$ cat src/rtl/auxf_pkg.sv
// Package: shared constants and command classification for the AUX framer.
// Assumes a 4-bit command whose bit 2 marks middle-of-transaction.
package auxf_pkg;

    localparam int ADDR_W = 20;
    localparam logic [3:0] CONT_BIT  = 4'b0100;
    localparam logic [3:0] NAT_WR    = 4'h8;
    localparam logic [3:0] NAT_RD    = 4'h9;
    localparam logic [3:0] I2C_WR    = 4'h0;
    localparam logic [3:0] I2C_RD    = 4'h1;
    localparam logic [3:0] I2C_WRST  = 4'h2;

    typedef enum logic [1:0] {
        KIND_WRITE = 2'd0,
        KIND_READ  = 2'd1,
        KIND_BAD   = 2'd2
    } req_kind_e;

    // Sort a command into write, read or unsupported, ignoring the continue bit.
    function automatic req_kind_e classify(input logic [3:0] cmd);
        logic [3:0] base;
        base = cmd & ~CONT_BIT;
        case (base)
            NAT_WR, I2C_WR, I2C_WRST: classify = KIND_WRITE;
            NAT_RD, I2C_RD:           classify = KIND_READ;
            default:                  classify = KIND_BAD;
        endcase
    endfunction

endpackage

$ cat src/rtl/auxf_hdr.sv
// Header builder: turns one request into a transmit frame, a transmit length,
// a reply capacity and the error / key flags. Purely combinational.
// Assumes a 4-byte header and 8-bit frame bytes; bytes past tx_len are zeroed.
module auxf_hdr
    import auxf_pkg::*;
#(
    parameter int MAX_FRAME = 20,
    parameter int HDR_LEN   = 4,
    parameter int SIZE_W    = 5,
    parameter logic [ADDR_W-1:0] KEY_ADDR = 20'h68007,
    localparam int LEN_W    = $clog2(MAX_FRAME + 1),
    localparam int PAY_MAX  = MAX_FRAME - HDR_LEN
) (
    input  logic [3:0]             cmd,
    input  logic [ADDR_W-1:0]      addr,
    input  logic [SIZE_W-1:0]      size,
    input  logic [PAY_MAX*8-1:0]   wdata,
    output logic [MAX_FRAME*8-1:0] frame,
    output logic [LEN_W-1:0]       tx_len,
    output logic [LEN_W-1:0]       rx_cap,
    output logic                   is_write,
    output logic                   err_big,
    output logic                   err_inval,
    output logic                   key_insert
);
    localparam int CW = SIZE_W + 3;

    req_kind_e       kind;
    logic [CW-1:0]   len_c;
    logic [CW-1:0]   cap_c;
    logic            big_c;
    logic [7:0]      size_m1;

    // Compute raw lengths by command kind, then apply the frame limit.
    always_comb begin
        kind = classify(cmd);
        len_c = '0;
        cap_c = '0;
        case (kind)
            KIND_WRITE: begin
                len_c = (size == '0) ? CW'(HDR_LEN - 1) : CW'(HDR_LEN) + CW'(size);
                cap_c = CW'(2);
            end
            KIND_READ: begin
                len_c = (size == '0) ? CW'(HDR_LEN - 1) : CW'(HDR_LEN);
                cap_c = CW'(size) + CW'(1);
            end
            default: begin
                len_c = '0;
                cap_c = '0;
            end
        endcase
        big_c      = (kind != KIND_BAD) &&
                     ((len_c > CW'(MAX_FRAME)) || (cap_c > CW'(MAX_FRAME)));
        err_big    = big_c;
        err_inval  = (kind == KIND_BAD);
        is_write   = (kind == KIND_WRITE);
        tx_len     = (big_c || kind == KIND_BAD) ? '0 : len_c[LEN_W-1:0];
        rx_cap     = (big_c || kind == KIND_BAD) ? '0 : cap_c[LEN_W-1:0];
        key_insert = ((cmd & ~CONT_BIT) == NAT_WR) && (addr == KEY_ADDR) && !big_c;
        size_m1    = 8'(size) - 8'd1;
    end

    // One lane per frame byte: pick header field or payload, zero past tx_len.
    for (genvar i = 0; i < MAX_FRAME; i++) begin : g_byte
        logic [7:0] raw;
        if (i == 0) begin : g_b0
            assign raw = {cmd, addr[19:16]};
        end else if (i == 1) begin : g_b1
            assign raw = addr[15:8];
        end else if (i == 2) begin : g_b2
            assign raw = addr[7:0];
        end else if (i == 3) begin : g_b3
            assign raw = size_m1;
        end else begin : g_pay
            assign raw = (CW'(i - HDR_LEN) < CW'(size)) ? wdata[8*(i-HDR_LEN) +: 8] : 8'h00;
        end
        assign frame[8*i +: 8] = (CW'(i) < CW'(tx_len)) ? raw : 8'h00;
    end

endmodule

$ cat src/rtl/auxf_reply.sv
// Reply decoder: extracts the reply code and the result count, and for reads
// the payload, from a reply byte stream. Purely combinational.
// Assumes the caller supplies the kind and size of the request being answered.
module auxf_reply #(
    parameter int MAX_FRAME = 20,
    parameter int SIZE_W    = 5,
    localparam int LEN_W    = $clog2(MAX_FRAME + 1)
) (
    input  logic                       is_write,
    input  logic [SIZE_W-1:0]          size,
    input  logic [LEN_W-1:0]           rx_len,
    input  logic [MAX_FRAME*8-1:0]     rx_data,
    output logic [3:0]                 code,
    output logic [LEN_W-1:0]           count,
    output logic [(MAX_FRAME-1)*8-1:0] rd_data
);
    localparam int CW = SIZE_W + 3;

    logic [CW-1:0] cap;
    logic [CW-1:0] eff;
    logic [CW-1:0] cnt;
    logic [7:0]    wr_done;
    logic          unused_lo;

    assign unused_lo = ^rx_data[3:0];

    // Clip the reply length to capacity and derive the count.
    always_comb begin
        cap     = is_write ? CW'(2) : CW'(size) + CW'(1);
        eff     = (CW'(rx_len) < cap) ? CW'(rx_len) : cap;
        wr_done = rx_data[15:8];
        if (is_write) begin
            if (eff >= CW'(2))
                cnt = (CW'(wr_done) > CW'(size)) ? CW'(size) : CW'(wr_done);
            else
                cnt = CW'(size);
        end else begin
            cnt = (eff == '0) ? '0 : eff - CW'(1);
        end
        code  = rx_data[7:4];
        count = cnt[LEN_W-1:0];
    end

    // Read payload lanes: reply byte i+1 while inside the clipped length.
    for (genvar i = 0; i < MAX_FRAME - 1; i++) begin : g_rd
        assign rd_data[8*i +: 8] = (!is_write && (CW'(i + 1) < eff)) ?
                                   rx_data[8*(i+1) +: 8] : 8'h00;
    end

endmodule

$ cat src/rtl/aux_frame_fmt.sv
// Top: registers the framed request and the decoded reply.
// Assumes one outstanding request; a reply is decoded against the last request.
module aux_frame_fmt
    import auxf_pkg::*;
#(
    parameter int MAX_FRAME = 20,
    parameter int HDR_LEN   = 4,
    parameter int SIZE_W    = 5,
    parameter logic [ADDR_W-1:0] KEY_ADDR = 20'h68007,
    localparam int LEN_W    = $clog2(MAX_FRAME + 1),
    localparam int PAY_MAX  = MAX_FRAME - HDR_LEN
) (
    input  logic                       clk,
    input  logic                       rst_n,
    input  logic                       req_valid,
    input  logic [3:0]                 req_cmd,
    input  logic [ADDR_W-1:0]          req_addr,
    input  logic [SIZE_W-1:0]          req_size,
    input  logic [PAY_MAX*8-1:0]       req_wdata,
    output logic                       tx_valid,
    output logic [MAX_FRAME*8-1:0]     tx_data,
    output logic [LEN_W-1:0]           tx_len,
    output logic [LEN_W-1:0]           rx_cap,
    output logic                       key_insert,
    output logic                       err_big,
    output logic                       err_inval,
    input  logic                       rx_valid,
    input  logic [LEN_W-1:0]           rx_len,
    input  logic [MAX_FRAME*8-1:0]     rx_data,
    output logic                       res_valid,
    output logic [3:0]                 res_code,
    output logic [LEN_W-1:0]           res_count,
    output logic [(MAX_FRAME-1)*8-1:0] rd_data
);
    logic [MAX_FRAME*8-1:0]     frame_c;
    logic [LEN_W-1:0]           len_c, cap_c;
    logic                       wr_c, big_c, inval_c, key_c;
    logic                       st_write;
    logic [SIZE_W-1:0]          st_size;
    logic [3:0]                 code_c;
    logic [LEN_W-1:0]           cnt_c;
    logic [(MAX_FRAME-1)*8-1:0] rd_c;

    auxf_hdr #(
        .MAX_FRAME (MAX_FRAME),
        .HDR_LEN   (HDR_LEN),
        .SIZE_W    (SIZE_W),
        .KEY_ADDR  (KEY_ADDR)
    ) u_hdr (
        .cmd        (req_cmd),
        .addr       (req_addr),
        .size       (req_size),
        .wdata      (req_wdata),
        .frame      (frame_c),
        .tx_len     (len_c),
        .rx_cap     (cap_c),
        .is_write   (wr_c),
        .err_big    (big_c),
        .err_inval  (inval_c),
        .key_insert (key_c)
    );

    auxf_reply #(
        .MAX_FRAME (MAX_FRAME),
        .SIZE_W    (SIZE_W)
    ) u_reply (
        .is_write (st_write),
        .size     (st_size),
        .rx_len   (rx_len),
        .rx_data  (rx_data),
        .code     (code_c),
        .count    (cnt_c),
        .rd_data  (rd_c)
    );

    // Capture the framed request and remember its kind and size for the reply.
    always_ff @(posedge clk) begin
        if (!rst_n) begin
            tx_valid   <= 1'b0;
            tx_data    <= '0;
            tx_len     <= '0;
            rx_cap     <= '0;
            key_insert <= 1'b0;
            err_big    <= 1'b0;
            err_inval  <= 1'b0;
            st_write   <= 1'b0;
            st_size    <= '0;
        end else begin
            tx_valid <= req_valid;
            if (req_valid) begin
                tx_data    <= frame_c;
                tx_len     <= len_c;
                rx_cap     <= cap_c;
                key_insert <= key_c;
                err_big    <= big_c;
                err_inval  <= inval_c;
                st_write   <= wr_c;
                st_size    <= req_size;
            end
        end
    end

    // Capture the decoded reply.
    always_ff @(posedge clk) begin
        if (!rst_n) begin
            res_valid <= 1'b0;
            res_code  <= '0;
            res_count <= '0;
            rd_data   <= '0;
        end else begin
            res_valid <= rx_valid;
            if (rx_valid) begin
                res_code  <= code_c;
                res_count <= cnt_c;
                rd_data   <= rd_c;
            end
        end
    end

endmodule

$ cat config.mk
export PLATFORM = sky130hd
export DESIGN_NAME = aux_frame_fmt
export DESIGN_NICKNAME = d
export VERILOG_FILES = /design/src/rtl/auxf_pkg.sv /design/src/rtl/auxf_hdr.sv /design/src/rtl/auxf_reply.sv /design/src/rtl/aux_frame_fmt.sv
export SDC_FILE = /design/constraint.sdc
export NUM_CORES = 1
export LEC_CHECK = 0
export BUFFER_PORTS_ARGS = -buffer_cell sky130_fd_sc_hd__clkbuf_2
export CAP_MARGIN = 20
export CORE_AREA = 2 2 257 259
export CTS_CLUSTER_DIAMETER = 80
export CTS_CLUSTER_SIZE = 16
export DETAILED_ROUTE_END_ITERATION = 16
export DIE_AREA = 0 0 259 261
export PLACE_DENSITY = 0.53
export SLEW_MARGIN = 20
export SYNTH_ARGS = -nofsm -noshare
export SYNTH_HDL_FRONTEND = slang
export SYNTH_SLANG_ARGS = --single-unit
$ cat constraint.sdc
create_clock -name clk -period 9.3 [get_ports clk]
set_input_delay 1.395 -clock clk [delete_from_list [all_inputs] [get_ports clk]]
set_output_delay 1.395 -clock clk [all_outputs]
set_load 0.03 [all_outputs]
==> impl_metrics.csv <==
group,metric,value,unit
run_status,outcome,"complete, no violations",
critical_path,worst_path_fanout_max,9,
global_route,globalRoute.totalOverflow,0,
cells_and_area,final_area,0.0182,mm^2
drt,postRouteWirelength,50200,um
drt,detailedRoute.firstPassIterationCount,4,
floorplan,core.rowCount,94,
yosys,synth_top_cells_by_area,"dfxtp_1, a22o_1, nor2b_1",
cts,tritoncts,"done",
yosys,synth_most_common_cell,"dfxtp_1",
yosys,postSynthNetCount,1608,
drt,drcViolationCount,0,
placement,place_worst_setup_slack,4.90,ns
power,leakage,8.12,nW
timing,setup-tns-final,0,ns
cells_and_area,fillCellCount,6930,
timing,timing.final.crit_share,45.8,%
drt,dr_total_vias,11944,
yosys,synthesis.area_per_instance,10.5,um^2
timing,timing_worst_slew_pin_value,1.06,ns
floorplan,die_h,261,um
drt,first_iter_violations,571,
critical_path,worst_setup_path_start_kind,"flip-flop",
global_route,grt_antenna_before_repair,0,
min_path,hold_start,"tx_len[4]$_SDFFE_PN0P_",
cts,clock_insertion_delay_worst_skew,0.57,ns
drt,avgRoutedWirePerCell,18.3,um
cts,post_cts.resized_instances,0,
placement,io_buffers,657,
placement,place_congestion,0.846,
global_route,first_pass_grt_wire_length,72600,um
timing,setup_viol,0,
yosys,async_flop_share,0,%
yosys,synth-edff-count,0,
timing,timing.final.hold_violations,0,
cts,cts.clk_slew.worst_paths,0.07,ns
drt,vias_per_cell,4.35,
global_route,largest_net_degree_at_the_start_of_global_routing,89,
floorplan,die-width,259,um
timing,timing.final.ws_setup,5.04,ns
critical_path,path_class,"flip-flop to flip-flop",
min_path,holdPathEnd,"tx_len[4]$_SDFFE_PN0P_",
cts,ctsLongestPathBuffers,3,
placement,hpwl,39100,um
cts,cts_num_sinks,340,
timing,rsz0062_at_grt,"false",
yosys,synthTopCellsByCount,"dfxtp_1, a22o_1, nor2b_1, a21oi_1, clkbuf_1",
yosys,yosys.area.top_type_share,51.2,%
floorplan,pin_count,662,
yosys,syn_inst,1261,
timing,max_slew_margin,28.9,%
yosys,synth-seq-area-share,51.2,%
yosys,synth.ff_latch_count,340,
drt,route.antenna.remaining_nets,0,
yosys,synthDistinctLibCells,75,
critical_path,slack_of_the_worst_reg_to_reg_path,5.04,ns
critical_path,critical_path_data_arrival_time,4.77,ns
placement,detailed_place.area,0.0174,mm^2
min_path,worstHoldPathType,"flip-flop to flip-flop",
critical_path,reg2reg_from,"st_size[0]$_SDFFE_PN0P_",
min_path,min_delay_path_depth,2,
global_route,first_global_vias,11841,
yosys,yosysWarnings,0,
yosys,synth_area,0.0133,mm^2
critical_path,worst_ep_required_time,9.81,ns
yosys,yosys.area.top_type,"dfxtp_1",
critical_path,worst_r2r_path_depth,14,
floorplan,area_enclosed_by_the_die_boundary,0.0676,mm^2
floorplan,initial_core_util,20.4,%
timing,fin_skew,0.0135,ns
timing,finalMaxSlewViolations,0,
power,irDropWorstVdd,0.118,mV
critical_path,critical_path.reg2reg.endpoint,"rd_data[137]$_SDFFE_PN0P_",
cts,cts.htree.levels,1,
timing,period_minus_slack,4.26,ns
cts,cts_buf_count,27,
cells_and_area,final_layout_size_suffix_gt1_share,40.9,%
cts,cts_hold_buf,0,
cts,cts-root-buf,"clkbuf_16",
cts,post_cts_buffers,0,
global_route,global_routing_usage_summed_across_all_routing_layers,13.8,%
cells_and_area,syn_to_final_growth,36.8,%
critical_path,worst_setup_path_end_kind,"flip-flop",
yosys,ys.flop_type,"dfxtp_1",
floorplan,coreArea,0.0650,mm^2
power,power.density_cell_area,178,mW/mm^2
power,design_power_total,3.24,mW
timing,max_freq,0.235,GHz
run,cap_violations,0,
cells_and_area,num-nets-final,2225,
-- kinds of logic after synthesis --
kind of cell / Yosys count / share of synthesized area, %
compound gates: 405 / 24.3
simple gates: 366 / 16.6
flops: 340 / 51.2
buf+inv: 96 / 3.16
mux: 21 / 1.88
fa+ha+maj: 21 / 1.98
xor+xnor: 12 / 0.848
-- registers in the layout (all words and copies together), names as in the netlist --
signal / flops
res_code: 4
rd_data: 152
rx_cap: 5
st_size: 5
tx_valid: 1
tx_data: 158
tx_len: 5
res_count: 5
key_insert: 1
err_inval: 1
res_valid: 1
err_big: 1
st_write: 1
-- per-stage QoR --
| stage | hold WS, ns | std cells | utilization (%) |
|---|---|---|---|
| final | 0.450 | 2748 | 27.9 |
| after global routing | 0.454 | 2747 | 27.9 |
| after CTS | 0.449 | 2747 | 27.9 |
| after detailed placement | 0.435 | 2713 | 26.7 |
| after global placement | 0.431 | 2713 | 26.7 |
| after floorplan | 0.537 | 1261 | - |
-- worst max-delay path by stage --
stage / startpoint / end / slack, ns / depth (start not counted)
after floorplan: rx_len[3] / res_count[3]$_SDFFE_PN0P_ / 5.48 / 13
after global placement: req_size[2] / tx_data[48]$_SDFFE_PN0P_ / 4.94 / 9
after detailed placement: req_size[2] / tx_data[97]$_SDFFE_PN0P_ / 4.90 / 9
after CTS: st_size[0]$_SDFFE_PN0P_ / rd_data[137]$_SDFFE_PN0P_ / 5.10 / 14
after global routing: st_size[0]$_SDFFE_PN0P_ / rd_data[137]$_SDFFE_PN0P_ / 4.65 / 14
final: st_size[0]$_SDFFE_PN0P_ / rd_data[137]$_SDFFE_PN0P_ / 5.04 / 14
-- per-layer routing --
| layer | track usage (%) | wire length [um] | vias up | part of all wire [%] |
|---|---|---|---|---|
| met2 | 25.8 | 26000 | 464 | 52 |
| met5 | 0 | 0 | - | 0 |
| met4 | 3.50 | 891 | 0 | 1.8 |
| met3 | 3.76 | 3920 | 45 | 7.8 |
| met1 | 15.4 | 19400 | 5678 | 39 |
| li1 | - | - | 5757 | - |
-- report_power, final --
group          internal [mW]  leakage [nW]  switching [mW]
combinational          0.194          4.97           0.366
clock                  0.581         0.383           0.549
sequential              1.51          2.76          0.0339
-- cells in the final DEF (no fill, tap or decap), types with 3 or more instances in the layout --
cell / instances
a211oi_4: 5
a21boi_0: 9
a21boi_1: 8
a21boi_2: 8
a21o_1: 3
a21oi_1: 90
a21oi_2: 8
a22o_1: 201
a31oi_1: 11
a41oi_1: 4
and2_1: 3
and3_1: 3
buf_4: 8
clkbuf_16: 27
clkbuf_2: 655
dfxtp_1: 340
ha_1: 21
inv_1: 19
mux2i_1: 15
mux2i_4: 4
nand2_1: 47
nand2_2: 4
nand2b_1: 28
nand3_1: 26
nand3_2: 8
nand3b_1: 3
nand4_1: 4
nor2_1: 23
nor2_2: 7
nor2b_1: 176
nor3_1: 7
nor3_2: 3
nor3_4: 5
o21ai_0: 23
o21ai_2: 3
o31ai_1: 5
or3_1: 4
xnor2_1: 8
xor2_1: 3
-- final cells by class --
| cell class | instances | area, um^2 | share of cell area, % |
|---|---|---|---|
| clock buffers | 29 | 683 | 3.76 |
| flip-flops and latches | 340 | 6810 | 37.5 |
| inverters | 21 | 78.8 | 0.434 |
| repair buffers | 663 | 3340 | 18.4 |
| clock inverters | 5 | 98.8 | 0.544 |
| multi-input cells | 825 | 6080 | 33.5 |
| diodes | 1 | 2.50 | 0.0138 |
| well taps | 864 | 1080 | 5.95 |
-- worst max-delay path, stage by stage (launching register included) --
cell,delay (ns)
dfxtp_1,0.65
ha_1,0.31
nand3_1,0.13
xnor2_1,0.19
nor2_1,0.21
inv_1,0.07
ha_1,0.22
a211oi_1,0.27
o21ai_2,0.16
a31oi_1,0.55
ha_1,0.42
inv_1,0.14
a211oi_4,0.57
a21oi_1,0.15
nor2b_1,0.13
(Power assumes the default switching activity.)
